**src/rtl/cam_cyc_pkg.sv**
```systemverilog
package cam_cyc_pkg;
  typedef enum logic [1:0] {
    CYC_CMD_WR  = 2'b00,
    CYC_DATA_WR = 2'b01,
    CYC_CMD_RD  = 2'b10,
    CYC_DATA_RD = 2'b11
  } cyc_e;

  function automatic logic is_read(cyc_e c);
    return c[1];
  endfunction

  function automatic logic is_data(cyc_e c);
    return c[0];
  endfunction
endpackage

```
**src/rtl/cam_edge_sync.sv**
```systemverilog
module cam_edge_sync #(
  parameter int SYNC_N = 2
) (
  input  logic clk_i,
  input  logic rst_ni,
  input  logic en_ni,
  output logic fall_o,
  output logic rise_o
);
  logic [SYNC_N-1:0] sync_q;
  logic              prev_q;

  always_ff @(posedge clk_i or negedge rst_ni) begin
    if (!rst_ni) begin
      sync_q <= '1;
      prev_q <= 1'b1;
    end else begin
      sync_q <= {sync_q[SYNC_N-2:0], en_ni};
      prev_q <= sync_q[SYNC_N-1];
    end
  end

  assign fall_o = prev_q & ~sync_q[SYNC_N-1];
  assign rise_o = ~prev_q & sync_q[SYNC_N-1];

  p_edge_excl_r2: assert property (@(posedge clk_i) disable iff (!rst_ni)
    !(fall_o && rise_o));
endmodule

```
**src/rtl/cam_cycle_decode.sv**
```systemverilog
module cam_cycle_decode
  import cam_cyc_pkg::*;
(
  input  logic clk_i,
  input  logic rst_ni,
  input  logic fall_i,
  input  logic rise_i,
  input  logic wr_ni,
  input  logic cmd_ni,
  input  logic chain_ni,
  output logic active_o,
  output cyc_e cyc_o,
  output logic chain_en_o,
  output logic read_o,
  output logic data_end_o
);
  always_ff @(posedge clk_i or negedge rst_ni) begin
    if (!rst_ni) begin
      active_o   <= 1'b0;
      cyc_o      <= CYC_CMD_WR;
      chain_en_o <= 1'b0;
    end else if (fall_i) begin
      active_o   <= 1'b1;
      cyc_o      <= cyc_e'({wr_ni, cmd_ni});
      chain_en_o <= ~chain_ni;
    end else if (rise_i) begin
      active_o   <= 1'b0;
    end
  end

  assign read_o     = active_o & is_read(cyc_o);
  assign data_end_o = rise_i & active_o & is_data(cyc_o);

  p_cyc_hold_r4: assert property (@(posedge clk_i) disable iff (!rst_ni)
    (active_o && !fall_i) |=> ($stable(cyc_o) && $stable(chain_en_o)));
  p_idle_no_read_r3: assert property (@(posedge clk_i) disable iff (!rst_ni)
    !active_o |-> !read_o);
endmodule

```
**src/rtl/cam_seg_counter.sv**
```systemverilog
module cam_seg_counter #(
  parameter int SEG_W = 2
) (
  input  logic             clk_i,
  input  logic             rst_ni,
  input  logic             step_i,
  output logic [SEG_W-1:0] cnt_o
);
  always_ff @(posedge clk_i or negedge rst_ni) begin
    if (!rst_ni)     cnt_o <= '0;
    else if (step_i) cnt_o <= cnt_o + 1'b1;
  end

  p_seg_step_r5: assert property (@(posedge clk_i) disable iff (!rst_ni)
    step_i |=> cnt_o == SEG_W'($past(cnt_o) + 1'b1));
  p_seg_hold_r5: assert property (@(posedge clk_i) disable iff (!rst_ni)
    !step_i |=> $stable(cnt_o));
  p_seg_wrap_r6: assert property (@(posedge clk_i) disable iff (!rst_ni)
    (step_i && cnt_o == '1) |=> cnt_o == '0);
endmodule

```
**src/rtl/cam_match_chain.sv**
```systemverilog
module cam_match_chain (
  input  logic clk_i,
  input  logic rst_ni,
  input  logic lock_i,
  input  logic chain_en_i,
  input  logic mi_ni,
  input  logic match_local_i,
  input  logic match_en_i,
  input  logic cfg_switch_i,
  output logic mf_no
);
  logic hit;
  assign hit = ~mi_ni | (match_en_i & match_local_i);

  always_ff @(posedge clk_i or negedge rst_ni) begin
    if (!rst_ni)           mf_no <= 1'b1;
    else if (cfg_switch_i) mf_no <= 1'b1;
    else if (lock_i)       mf_no <= ~(chain_en_i & hit);
  end

  p_mf_off_r9: assert property (@(posedge clk_i) disable iff (!rst_ni)
    (lock_i && !chain_en_i) |=> mf_no);
  p_mf_pass_r8: assert property (@(posedge clk_i) disable iff (!rst_ni)
    (lock_i && chain_en_i && !match_en_i && !cfg_switch_i) |=> mf_no == $past(mi_ni));
  p_mf_hold_r10: assert property (@(posedge clk_i) disable iff (!rst_ni)
    (!lock_i && !cfg_switch_i) |=> $stable(mf_no));
  p_mf_cfg_r11: assert property (@(posedge clk_i) disable iff (!rst_ni)
    cfg_switch_i |=> mf_no);
endmodule

```
**src/rtl/cam_cycle_ctrl.sv**
```systemverilog
module cam_cycle_ctrl
  import cam_cyc_pkg::*;
#(
  parameter int DW     = 32,
  parameter int SEG_W  = 2,
  parameter int SYNC_N = 2
) (
  input  logic             clk_i,
  input  logic             rst_ni,
  input  logic             en_ni,
  input  logic             wr_ni,
  input  logic             cmd_ni,
  input  logic             chain_ni,
  input  logic [DW-1:0]    rd_data_i,
  input  logic             match_local_i,
  input  logic             match_en_i,
  input  logic             mi_ni,
  input  logic             cfg_switch_i,
  output logic [DW-1:0]    dq_o,
  output logic             dq_oe_o,
  output logic [1:0]       cycle_o,
  output logic             cycle_active_o,
  output logic             mf_no,
  output logic [SEG_W-1:0] dst_seg_o,
  output logic [SEG_W-1:0] src_seg_o
);
  localparam int NSEG = 2;

  logic fall, rise, active, chain_en, rd, data_end;
  cyc_e cyc;
  logic [SEG_W-1:0] seg [NSEG];

  cam_edge_sync #(.SYNC_N(SYNC_N)) i_sync (
    .clk_i, .rst_ni, .en_ni, .fall_o(fall), .rise_o(rise)
  );

  cam_cycle_decode i_dec (
    .clk_i, .rst_ni, .fall_i(fall), .rise_i(rise),
    .wr_ni, .cmd_ni, .chain_ni,
    .active_o(active), .cyc_o(cyc), .chain_en_o(chain_en),
    .read_o(rd), .data_end_o(data_end)
  );

  // index 0: destination, index 1: source
  for (genvar g = 0; g < NSEG; g++) begin : g_seg
    cam_seg_counter #(.SEG_W(SEG_W)) i_cnt (
      .clk_i, .rst_ni, .step_i(data_end), .cnt_o(seg[g])
    );
  end

  // chain state locks on the closing edge of an open cycle
  cam_match_chain i_mf (
    .clk_i, .rst_ni, .lock_i(rise & active), .chain_en_i(chain_en),
    .mi_ni, .match_local_i, .match_en_i, .cfg_switch_i, .mf_no
  );

  assign dq_oe_o        = rd;
  assign dq_o           = rd ? rd_data_i : '0;
  assign cycle_o        = cyc;
  assign cycle_active_o = active;
  assign dst_seg_o      = seg[0];
  assign src_seg_o      = seg[1];

  p_bus_idle_r3: assert property (@(posedge clk_i) disable iff (!rst_ni)
    !cycle_active_o |-> (!dq_oe_o && dq_o == '0));
  p_bus_read_r3: assert property (@(posedge clk_i) disable iff (!rst_ni)
    dq_oe_o |-> (cycle_o[1] && cycle_active_o));
  p_seg_lockstep_r5: assert property (@(posedge clk_i) disable iff (!rst_ni)
    dst_seg_o == src_seg_o);
endmodule

```
**config.mk**
```make
export PLATFORM = sky130hd
export DESIGN_NAME = cam_cycle_ctrl
export DESIGN_NICKNAME = d
export VERILOG_FILES = /design/src/rtl/cam_cyc_pkg.sv /design/src/rtl/cam_edge_sync.sv /design/src/rtl/cam_cycle_decode.sv /design/src/rtl/cam_seg_counter.sv /design/src/rtl/cam_match_chain.sv /design/src/rtl/cam_cycle_ctrl.sv
export SDC_FILE = /design/constraint.sdc
export NUM_CORES = 1
export LEC_CHECK = 0
export ABC_AREA = 1
export BUFFER_PORTS_ARGS = -buffer_cell sky130_fd_sc_hd__buf_4
export CAP_MARGIN = 20
export CELL_PAD_IN_SITES_DETAIL_PLACEMENT = 0
export CELL_PAD_IN_SITES_GLOBAL_PLACEMENT = 1
export CORE_UTILIZATION = 22
export CTS_CLUSTER_DIAMETER = 100
export CTS_CLUSTER_SIZE = 25
export DETAILED_ROUTE_END_ITERATION = 10
export PLACE_DENSITY = 0.81
export SLEW_MARGIN = 20
export SYNTH_ARGS = -nofsm -noshare
export SYNTH_HDL_FRONTEND = slang
export SYNTH_SLANG_ARGS = --single-unit
```
**constraint.sdc**
```tcl
create_clock -name clk_i -period 1.4 [get_ports clk_i]
set_input_delay 0.14 -clock clk_i [delete_from_list [all_inputs] [get_ports clk_i]]
set_output_delay 0.14 -clock clk_i [all_outputs]
set_load 0.1 [all_outputs]
```
==> reports/results.tsv <==
metric	value	unit
outcome	finished with violations	
failing checks	setup timing	
# IOs	83	
dominant cell type by area after synthesis	dfrtp_1	
routed len/inst	11.5	um
Die ar.	4190	um2
Peak VDD IR	1050	uV
WL met2	1720	um
total gr overflow	0	
Synth Area per Inst	6.76	um2
fin crit period	1.41	ns
top post-synthesis cells by area	dfrtp_1 23%, nor2_2 22%, inv_1 18%	
ratio of final minimum period to clock period	101	%
CTS tree	done	
Post-Syn Nets	172	
M1 WL	1080	um
Clock Pin Slew Worst Setup and Hold Paths	0.05	ns
final hold viol count	0	
commonest non-fill, non-tap cells in the layout	54 x buf_4, 40 x inv_1, 34 x buf_12, 32 x nor2_4, 30 x nand2_1	
total core area	3720	um2
worst min path class	in2reg	
die width	64.7	um
Layout fillers	313	
FF+latch count, synth	12	
initial drt markers	16	
Vias	1051	
Final Max Tran Viols	0	
actual slew at the worst max-slew pin	0.288	ns
length of the first detailed-routing pass in iterations	4	
overall die height	64.7	um
DR WL met3	223	um
largest net degree at the start of global routing	13	
Unique masters post-synth	12	
Setup WS post-layout	-0.00755	ns
layout cells sized above 1	62.9	%
Worst Setup End Kind	output port	
share of the synthesized area in the top cell type	23.1	%
# setup viols final	12	
Finished Core Util	61.0	%
Top Layer Used	met4	
first-pass GRT wire length	4490	um
FMAX	710	MHz
post-synthesis sequential area ratio	35.3	%
Req. time, crit path	1.26	ns
gp weighted congestion	0.714	
initial antenna violation count	0	
# rows	22	
ant diodes	0	
CTS H-tree depth	1	
most common cell after layout, fill and taps aside	buf_4	
clk_skew	0.00415	ns
Total Power	2.34	mW
CP arrival	1.27	ns
crit path kind	reg2out	
area added between synthesis and finish	162	%
Starting Density	23.3	%
clock tree root buffer cell	clkbuf_8	
Gate Count Post-Synth	128	
Routed WL	3090	um
DRC Markers	0	
startpoint types	flop	
number of global-route vias before repair	999	
yosys warns	0	
Placed Instances	259	
multi-input logic area	551	um2
Max clock buf depth	2	
synthesized area	866	um2
Relative slew margins	80.9	%
routed vias/inst	3.91	
CTS Buf Count	3	
Layout Cells excl Fill	269	
RSZ-0062 raised after global routing	yes	
critical path peak fanout	9	
storage element area	317	um2
post-detail-place hpwl	2080	um
antenna-violating nets left	0	
max-cap violation count	0	
Final #Nets	266	
port bufs	82	
clk_lat worst skew	0.24	ns
GRT Overall Usage	14.0	%
leakage power	1.11	nW
clock sinks	12	
power per standard cell area	1030	nW/um2
## worst paths after layout
check	end	slack [ns]	depth (start not counted)	from
worst max-delay path	dq_o[15]	-0.008	4	i_dec.cyc_o[1]
worst min-delay path	i_mf.mf_no	0.1	3	cfg_switch_i
worst max register to register	g_seg[1].i_cnt.cnt_o[1]	0.18	7	i_sync.prev_q
worst min register to register	i_sync.sync_q[1]	0.36	0	i_sync.sync_q[0]
max in group asynchronous	i_sync.sync_q[0]	0.89	2	rst_ni
min in group asynchronous	i_dec.cyc_o[0]	0.28	2	rst_ni
## power by group
| group | internal [mW] | total (mW) | switching, mW |
|---|---|---|---|
| logic | 0.440 | 1.51 | 1.07 |
| registers | 0.436 | 0.508 | 0.0718 |
| clock network | 0.200 | 0.319 | 0.119 |
| total | 1.08 | 2.34 | 1.26 |
## through the flow
stage	worst slack [ns]	instance area (um2)	hold WS, ns	setup TNS [ns]
CTS	-0.0103	2160	0.000246	-0.125
global route	-0.0479	2270	0.102	-0.944
finish	-0.00755	2270	0.0953	-0.0421
detailed placement	0.118	1770	-0.0128	0
global placement	0.129	1770	-0.0113	0
floorplan	-0.188	1070	-0.156	-5.30
## layer usage
layer  GRT usage (%)  vias to the layer above
met5               0                        -
met4            4.44                        0
met3            4.23                        6
met2            25.5                       44
met1            15.1                      471
li1                -                      530
## critical path, stage by stage, from the launching register on
cell and delay, ns:
dfrtp_4 0.50, nand2_8 0.14, buf_12 0.18, nor2_4 0.05, buf_12 0.16
## cells in the mapped netlist
library cell / number
a21oi_1: 1
buf_6: 3
dfrtp_1: 8
dfstp_2: 4
ha_1: 2
inv_1: 41
inv_2: 1
nand2_1: 30
nand2_2: 2
nor2_1: 3
nor2_2: 30
o21ai_0: 3
## state kept, by name, summed over array words and instances, names as in the netlist
name               count
i_dec.cyc_o            2
g_seg.i_cnt.cnt_o      4
i_sync.prev_q          1
i_dec.chain_en_o       1
i_mf.mf_no             1
i_sync.sync_q          2
i_dec.active_o         1
## area by class of cell
class	instances	share of cell area, %
timing repair buffer	92	50.0
tap	48	2.65
multi-input combinational	71	24.3
inverter	42	7.12
clock buffer	4	1.99
sequential	12	14.0
## cell families (layout without fill, tap and decap cells)
group,after synthesis,count (layout),share of synthesized area [%]
adders and majority gates,2,2,2.89
buffers and inverters,45,138,22.1
AOI/OAI and AO/OA,4,4,2.31
DFF,12,12,35.3
and+or+nand+nor,65,65,37.4
## timing repair
| item | CTS | global route |
|---|---|---|
| endpoints found under the hold margin | 12 | 1 |
| hold buffers | 1 | 1 |
| endpoints found under the setup margin | 28 | 32 |
| gates resized for setup | 72 | 21 |
| pin swaps | 1 | 0 |
| buffers inserted | 4 | 0 |
No activity file was read; power rests on OpenSTA's default activity.
